File: src/rtl/sirq_pkg.sv
package sirq_pkg;

  typedef enum logic [1:0] {
    PH_SAMPLE  = 2'd0,
    PH_RECOVER = 2'd1,
    PH_TURN    = 2'd2
  } phase_e;

  // strobes from control to datapath, each describing the coming clock
  typedef struct packed {
    logic startSeen;
    logic enterSample;
    logic enterRecover;
    logic quietIdle;
  } ctlStrobe_t;

endpackage

File: src/rtl/sirq_ctrl.sv
module sirq_ctrl
  import sirq_pkg::*;
#(
  parameter int FRAME_W   = 5,
  parameter int START_MIN = 4,
  parameter int START_MAX = 8,
  parameter int CNT_W     = 4
) (
  input  logic               clk,
  input  logic               rstN,
  input  logic               serIn,
  output ctlStrobe_t         strb,
  output logic [FRAME_W-1:0] nextFrame,
  output logic               active,
  output logic               quiet,
  output phase_e             phase
);

  localparam logic [CNT_W-1:0]   CNT_MAX    = '1;
  localparam logic [FRAME_W-1:0] FRAME_LAST = '1;
  localparam logic [CNT_W-1:0]   WID_MIN    = CNT_W'(START_MIN);
  localparam logic [CNT_W-1:0]   WID_MAX    = CNT_W'(START_MAX);
  localparam logic [CNT_W-1:0]   STOP_QUIET = CNT_W'(2);
  localparam logic [CNT_W-1:0]   STOP_CONT  = CNT_W'(3);

  logic               prevIn;
  logic [CNT_W-1:0]   lowCnt;
  logic [FRAME_W-1:0] frame;
  logic               rise;
  logic               startDet;
  logic               stopDet;
  logic               lastFrame;

  // pulse width is judged on the first high sample after a low run
  assign rise      = serIn && !prevIn;
  assign startDet  = rise && (lowCnt >= WID_MIN) && (lowCnt <= WID_MAX);
  assign stopDet   = rise && active && !startDet &&
                     ((lowCnt == STOP_QUIET) || (lowCnt == STOP_CONT));
  assign lastFrame = (frame == FRAME_LAST);

  always_ff @(posedge clk or negedge rstN) begin
    if (!rstN) begin
      prevIn <= 1'b1;
      lowCnt <= '0;
      active <= 1'b0;
      quiet  <= 1'b0;
      phase  <= PH_TURN;
      frame  <= '0;
    end else begin
      prevIn <= serIn;
      if (serIn)
        lowCnt <= '0;
      else if (lowCnt != CNT_MAX)
        lowCnt <= lowCnt + CNT_W'(1);

      if (startDet) begin
        active <= 1'b1;
        frame  <= '0;
        phase  <= PH_SAMPLE;
      end else if (stopDet) begin
        active <= 1'b0;
        quiet  <= (lowCnt == STOP_QUIET);
        phase  <= PH_TURN;
      end else if (active) begin
        unique case (phase)
          PH_SAMPLE:  phase <= PH_RECOVER;
          PH_RECOVER: phase <= PH_TURN;
          default: begin
            phase <= PH_SAMPLE;
            if (!lastFrame)
              frame <= frame + FRAME_W'(1);
          end
        endcase
      end
    end
  end

  always_comb begin
    strb.startSeen    = startDet;
    strb.enterSample  = startDet ||
                        (active && !stopDet && (phase == PH_TURN) && !lastFrame);
    strb.enterRecover = active && !startDet && !stopDet && (phase == PH_SAMPLE);
    strb.quietIdle    = !active && quiet && serIn && prevIn;
    nextFrame         = startDet ? '0 : (frame + FRAME_W'(1));
  end

endmodule

File: src/rtl/sirq_dpath.sv
module sirq_dpath
  import sirq_pkg::*;
#(
  parameter int NUM_SRC = 4,
  parameter int FRAME_W = 5
) (
  input  logic                            clk,
  input  logic                            rstN,
  input  ctlStrobe_t                      strb,
  input  logic [FRAME_W-1:0]              nextFrame,
  input  logic [NUM_SRC-1:0]              irqIn,
  input  logic [NUM_SRC-1:0][FRAME_W-1:0] irqFrame,
  output logic                            serOe,
  output logic                            serOut
);

  logic [NUM_SRC-1:0] hit;
  logic [NUM_SRC-1:0] lastRep;
  logic               pending;
  logic               drvLow;
  logic               drvHigh;
  logic               reqLow;
  logic               reqDone;

  for (genvar i = 0; i < NUM_SRC; i++) begin : g_match
    assign hit[i] = (irqFrame[i] == nextFrame);
  end

  assign pending = |(irqIn ^ lastRep);

  always_ff @(posedge clk or negedge rstN) begin
    if (!rstN) begin
      lastRep <= '0;
    end else if (strb.enterSample) begin
      for (int i = 0; i < NUM_SRC; i++)
        if (hit[i]) lastRep[i] <= irqIn[i];
    end
  end

  always_ff @(posedge clk or negedge rstN) begin
    if (!rstN) begin
      drvLow  <= 1'b0;
      drvHigh <= 1'b0;
      reqLow  <= 1'b0;
      reqDone <= 1'b0;
    end else begin
      drvLow  <= strb.enterSample && |(hit & irqIn);
      drvHigh <= strb.enterRecover && drvLow;
      reqLow  <= strb.quietIdle && pending && !reqDone && !reqLow;
      if (strb.startSeen)
        reqDone <= 1'b0;
      else if (reqLow)
        reqDone <= 1'b1;
    end
  end

  assign serOe  = drvLow || drvHigh || reqLow;
  assign serOut = drvHigh;

endmodule

File: src/rtl/sirq_agent.sv
module sirq_agent
  import sirq_pkg::*;
#(
  parameter int NUM_SRC   = 4,
  parameter int FRAME_W   = 5,
  parameter int START_MIN = 4,
  parameter int START_MAX = 8,
  parameter int CNT_W     = 4
) (
  input  logic                            clk,
  input  logic                            rstN,
  input  logic                            serIn,
  output logic                            serOe,
  output logic                            serOut,
  input  logic [NUM_SRC-1:0]              irqIn,
  input  logic [NUM_SRC-1:0][FRAME_W-1:0] irqFrame
);

  ctlStrobe_t         strb;
  logic [FRAME_W-1:0] nextFrame;
  logic               cycleActive;
  logic               quietMode;
  phase_e             curPhase;
  logic               inTurn;

  assign inTurn = (curPhase == PH_TURN);

  sirq_ctrl #(
    .FRAME_W  (FRAME_W),
    .START_MIN(START_MIN),
    .START_MAX(START_MAX),
    .CNT_W    (CNT_W)
  ) i_ctrl (
    .clk      (clk),
    .rstN     (rstN),
    .serIn    (serIn),
    .strb     (strb),
    .nextFrame(nextFrame),
    .active   (cycleActive),
    .quiet    (quietMode),
    .phase    (curPhase)
  );

  sirq_dpath #(
    .NUM_SRC(NUM_SRC),
    .FRAME_W(FRAME_W)
  ) i_dpath (
    .clk      (clk),
    .rstN     (rstN),
    .strb     (strb),
    .nextFrame(nextFrame),
    .irqIn    (irqIn),
    .irqFrame (irqFrame),
    .serOe    (serOe),
    .serOut   (serOut)
  );

endmodule

File: config.mk
export PLATFORM = sky130hd
export DESIGN_NAME = sirq_agent
export DESIGN_NICKNAME = d
export VERILOG_FILES = /design/src/rtl/sirq_pkg.sv /design/src/rtl/sirq_ctrl.sv /design/src/rtl/sirq_dpath.sv /design/src/rtl/sirq_agent.sv
export SDC_FILE = /design/constraint.sdc
export NUM_CORES = 1
export LEC_CHECK = 0
export CORE_MARGIN = 10
export CORE_UTILIZATION = 52
export DETAILED_ROUTE_END_ITERATION = 7
export PLACE_DENSITY = 0.79
export REMOVE_ABC_BUFFERS = 1
export SYNTH_ARGS = -nofsm -noshare
export SYNTH_HDL_FRONTEND = slang
export SYNTH_SLANG_ARGS = --single-unit
File: constraint.sdc
create_clock -name clk -period 2.93 [get_ports clk]
set_clock_uncertainty 0.2 [all_clocks]
set_input_delay 0.586 -clock clk [delete_from_list [all_inputs] [get_ports clk]]
set_output_delay 0.586 -clock clk [all_outputs]
set_load 0.005 [all_outputs]
Yosys cells after proc, flatten, opt, wreduce, memory -nomap -nowiden
Cells that the tools add are included.
- output and inout bits: 2
- input port bits: 27
- register bits after elaboration: 22
- logic and storage cells: 96
- reductions and logical operators: 46
- bitwise operators: 3
- equality and inequality tests: 13
- mux-type cells: 16
- order comparisons: 2
- $add $sub $neg: 2
- operators with widths (cell ; number):
    5-bit 2-to-1 mux ; 6
    5-bit == test ; 4
    1-bit logical AND ; 20
    2-bit AND reduction ; 5
    4-bit by 2-bit == test with 1-bit output (second input constant) ; 2
    4-bit 2-to-1 mux ; 2
    2-bit nonzero test ; 4
    4-bit OR reduction ; 2
    1-bit logical NOT ; 7
    2-bit 2-to-1 mux ; 3
    2-bit by 1-bit inequality test with 1-bit output (second input constant) ; 3
    5-bit by 1-bit adder with 5-bit output (second input constant) ; 1
    5-bit == test (second input constant) ; 1
    4-bit by 1-bit adder with 4-bit output (second input constant) ; 1
    4-bit bitwise AND ; 1
    4-bit by 3-bit greater-or-equal comparator with 1-bit output (second input constant) ; 1
    4-bit less-or-equal comparator (second input constant) ; 1
    1-bit logical OR ; 4
    1-bit 2-to-1 mux ; 4
    4-bit inequality test (second input constant) ; 1
    2-bit one-hot mux with 2 select lines ; 1
    4-bit AND reduction ; 1
    4-bit bitwise XOR ; 1
    3-bit nonzero test ; 1
    other kinds (5) ; 5

Depth between registers and ports, before layout
- depth in word-level cells: 13
- depth in mapped cells: 11
- gate-level depth less buffers: 10

Hierarchy
A second synthesis with hierarchy kept.
- cell total of the unflattened synthesis: 145
- area total of the unflattened synthesis: 1441.4 um^2
- by module, submodules not included (module ; times used ; cells each ; area an instance (um^2) ; sequential area each (um^2)):
    sirq_ctrl ; 1 ; 78 ; 818.3 ; 352.8
    sirq_dpath ; 1 ; 67 ; 623.1 ; 200.2

Worst setup path before layout
OpenSTA, ideal clock, no wires.
- kind: register to register
- start point: reg i_ctrl.frame[1]
- end point: reg i_dpath.lastRep[3]
- path buffers: 1
- clock period less this slack: 2.548 ns
- cell stages (with the launch flop): 12
- arrival: 2.228 ns
- data required time: 2.611 ns
- path slack: 0.382 ns
- setup time: 0.119 ns
- path through: dfrtp_1 > ha_1 > and3_1 > ha_1 > buf_2 > xor2_1 > nor3_1 > mux2i_1 > o21a_1 > nor3_1 > nand2_1 > a21bo_2
- cells in the longest elaborated chain, start to end: 5
- elaborated cells on any way between the ends: 8
- classes of those cells: add/sub: 1; eq/ne: 2; mux: 1; reduce/logical: 4
- ends and longest elaborated chain (what ; RTL line ; text):
    start, declared ; sirq_ctrl.sv:28 ; logic [FRAME_W-1:0] frame;
    start signal, assigned ; sirq_ctrl.sv:71 ; frame <= frame + FRAME_W'(1);
    branches (longest 4 deep; another with 5-bit by 1-bit adder with 5-bit output) ; n/a ;
    2-bit AND reduction (no line) (*) ; n/a ;
    end signal, assigned by index ; sirq_dpath.sv:36 ; if (hit[i]) lastRep[i] <= irqIn[i];
    end, declared ; sirq_dpath.sv:18 ; logic [NUM_SRC-1:0] lastRep;
Every way passes the cells marked *.
A chain may end at the register's enable or synchronous reset.

Worst setup path after layout
- start point: reg i_ctrl.frame[1]
- end point: reg i_dpath.drvLow
- cells in the longest elaborated chain, start to end: 6
- elaborated cells on any way between the ends: 13
- classes of those cells: add/sub: 1; eq/ne: 5; mux: 1; bitwise: 1; reduce/logical: 5
- ends and longest elaborated chain (what ; RTL line ; text):
    5-bit by 1-bit adder with 5-bit output ; sirq_ctrl.sv:84 ; nextFrame = startDet ? '0 : (frame + FRAME_W'(1));
    5-bit 2-to-1 mux ; sirq_ctrl.sv:84 ;
    5-bit == test ; sirq_dpath.sv:26 ; assign hit[i] = (irqFrame[i] == nextFrame);
    4-bit bitwise AND ; sirq_dpath.sv:47 ; drvLow <= strb.enterSample && |(hit & irqIn);
    4-bit OR reduction ; sirq_dpath.sv:47 ;
    1-bit logical AND (*) ; sirq_dpath.sv:47 ;
    end signal, assigned ; sirq_dpath.sv:47 ;
    end, declared ; sirq_dpath.sv:20 ; logic drvLow;
Every way passes the cells marked *; elsewhere a longest branch is shown, timed or not.

==> metrics.txt <==
most frequent cell after synthesis=nor2_1; Die Y=between 70 and 80 um; P&R area growth vs syn=24.3%; Max IR drop VDD=0.000523 V; CP Buf/Inv Count=1; Setup Crit Path Kind=flop to flop; number of distinct library cells after synthesis=53; MaxCap Viol Count=0; number of synthesized flops with an enable pin=0; post-synthesis sequential area ratio=34.2%; crit path cell chain=ha_1 -> and3_1 -> ha_1 -> buf_4 -> or2_2 -> a21oi_1 -> o21ai_1 -> or3_1 -> nand4_1; critical path arrival=2.77 ns; Vias/cell=5.71; Util after Layout=67.0%; final hold vios=0; Core Rows=20; HP Class=flop to flop; H-tree depth=1; Final period util=92.5%; Initial Utilization=53.9%; Die ar.=0.00574 mm^2; Setup Buffers After CTS=0; unrepaired setup endpoints after global routing=false; WL final=roughly 4000 um; #FFs+latches synth=22; cell accounting for the most synthesized area=dfrtp_1; first-pass GRT wire length=6810 um; Ys Warns=0; Final ANT Viol Nets=0; drt pass-1 iters=4; share of layout cells above drive strength 1=16.2%; top_reg_cell synth=dfrtp_1; Crit. End Element=flop; ys async rst share=100%; crit path time final=between 2 and 3 ns; IO Pins=29; # setup viols final=0; WL/cell=16.0 um; IO Port Bufs=28; Worst-Margin Slew=around 0.43 ns; number of remaining DRC errors=0; CP dominant cell by count=ha_1; chip width=75.8 um; crit path max fanout=6; Synth Instances=~180; delay-heaviest family, CP=simple AND/OR/NAND/NOR gates; Num CTS Buffers=3; slowest CP cell=dfrtp_1; setup_tns=0 ns; status=finished clean; static leakage=0.888 nW; pwr/cell area=between 700 and 800 mW/mm^2; largest net degree at the start of global routing=23; leading post-synthesis cells by cell area=dfrtp_1 31%, nor2_1 5.6%, xor2_1 4.3%; Yosys top cell area share=a little under a third; fmax=about 370 MHz; Core Box Area=0.00300 mm^2; initial antenna violation count=0; crit-path max cell delay=0.45 ns; clk buf depth=2; Post-DP HPWL=3200 um; Antenna diodes=0; vias in the first global route=1447; top cells by count, synth=24 x nor2_1, 20 x dfrtp_1, 15 x nand2_1; Worst-Skew Late Latency=0.32 ns; total gr overflow=0; Net count, final=249; GP Congestion=0.932; global-route usage over all layers=15.0%; Cell Area, Synth=0.00162 mm^2; vias=around 1400; CTS tree=yes; Slew headroom=71.4%; clk root buf=clkbuf_4; Slew Viols, Final=0; syn avg cell area=8.94 um^2; CP required=2.99 ns; 1st-iter DRT viols=98; Clock Sinks=22; CP Launch Type=flop; CTS clk-pin slew, worst paths=0.12 ns
-- stage by stage --
| stage | hold WS, ns | area [um^2] | cells | worst slack (ns) | total power [mW] |
|---|---|---|---|---|---|
| 2_1_floorplan | 0.0904 | 1580 | 177 | 0.303 | 1.05 |
| 3_3_place_gp | 0.216 | 1950 | 245 | 0.170 | 1.25 |
| 3_5_place_dp | 0.234 | 1950 | 245 | 0.137 | 1.28 |
| 4_1_cts | 0.252 | 2010 | 249 | 0.184 | 1.52 |
| 5_1_grt | 0.271 | 2010 | 249 | 0.0749 | 1.66 |
| 6_report | 0.246 | 2010 | 249 | 0.219 | 1.53 |
-- power breakdown --
| part | leakage, nW | internal (mW) | switching (mW) |
|---|---|---|---|
| combinational | 0.579 | 0.374 | 0.440 |
| clock | 0.0279 | 0.138 | 0.0965 |
| sequential | 0.281 | 0.397 | 0.0839 |
| total | 0.888 | 0.909 | 0.620 |
-- path summary, 6_finish.rpt --
| path | from | endpoint | slack (ns) | depth (start not counted) |
|---|---|---|---|---|
| setup / recovery | i_ctrl.frame[1] | i_dpath.drvLow | 0.22 | 9 |
| hold reg to reg | i_dpath.reqDone | i_dpath.reqLow | 0.25 | 1 |
| min in group asynchronous | rstN | i_dpath.reqDone | 0.40 | 2 |
| max in group asynchronous | rstN | i_ctrl.prevIn | 1.86 | 2 |
| hold / removal | i_dpath.reqDone | i_dpath.reqLow | 0.25 | 1 |
| setup reg to reg | i_ctrl.frame[1] | i_dpath.drvLow | 0.22 | 9 |
-- registers in the layout (all words and copies together), names as in the netlist --
register         count
i_ctrl.frame         5
i_ctrl.lowCnt        4
i_dpath.lastRep      4
i_ctrl.phase         2
i_ctrl.active        1
i_ctrl.prevIn        1
i_ctrl.quiet         1
i_dpath.drvLow       1
i_dpath.reqDone      1
i_dpath.reqLow       1
i_dpath.serOut       1
-- placed cells by master, fill, tap and decap left out, types with 3 or more instances in the layout --
master	n
inv_1	6
nor2_1	24
buf_4	7
o21ai_0	6
clkdlybuf4s50_1	28
o22ai_1	4
dfrtp_1	20
nand4_1	6
nand2_1	15
xor2_1	8
xnor2_1	4
nand3_1	9
a31oi_1	3
mux2i_1	3
clkbuf_4	3
a21oi_1	7
nand2b_1	3
ha_1	5
or2_2	3
or3_1	3
nor3_1	9
-- cell type report --
cell class                      count  area (um^2)
Timing Repair Buffer               35          333
Multi-Input combinational cell    149         1010
Sequential cell                    22          553
Tap cell                           33         41.3
Clock buffer                        3         22.5
Inverter                            6         22.5
Fill cell                         255          992
Clock inverter                      1         30.0
-- logic make-up after synthesis --
kind of cell    count (synthesis)  share of synthesized area [%]
buf+inv                        10                           3.79
simple gates                   85                           26.5
mux                             7                           4.87
xor+xnor                       14                           9.20
compound gates                 38                           17.6
fa+ha+maj                       5                           3.87
flops                          22                           34.2
-- layer usage --
metal	up-vias	share of wire, %	global-route usage [%]
li1	714	-	-
met1	689	45	19.3
met2	17	51	24.7
met3	2	3.8	4.04
met4	0	0.23	2.68
met5	-	0	0
-- timing repair --
action | 4_1_cts | 5_1_grt
setup endpoints to repair | 0 | 1
hold endpoints to repair | 0 | 0
hold buffers | 0 | 0
gates resized for setup | 0 | 1
(Power assumes the default switching activity.)
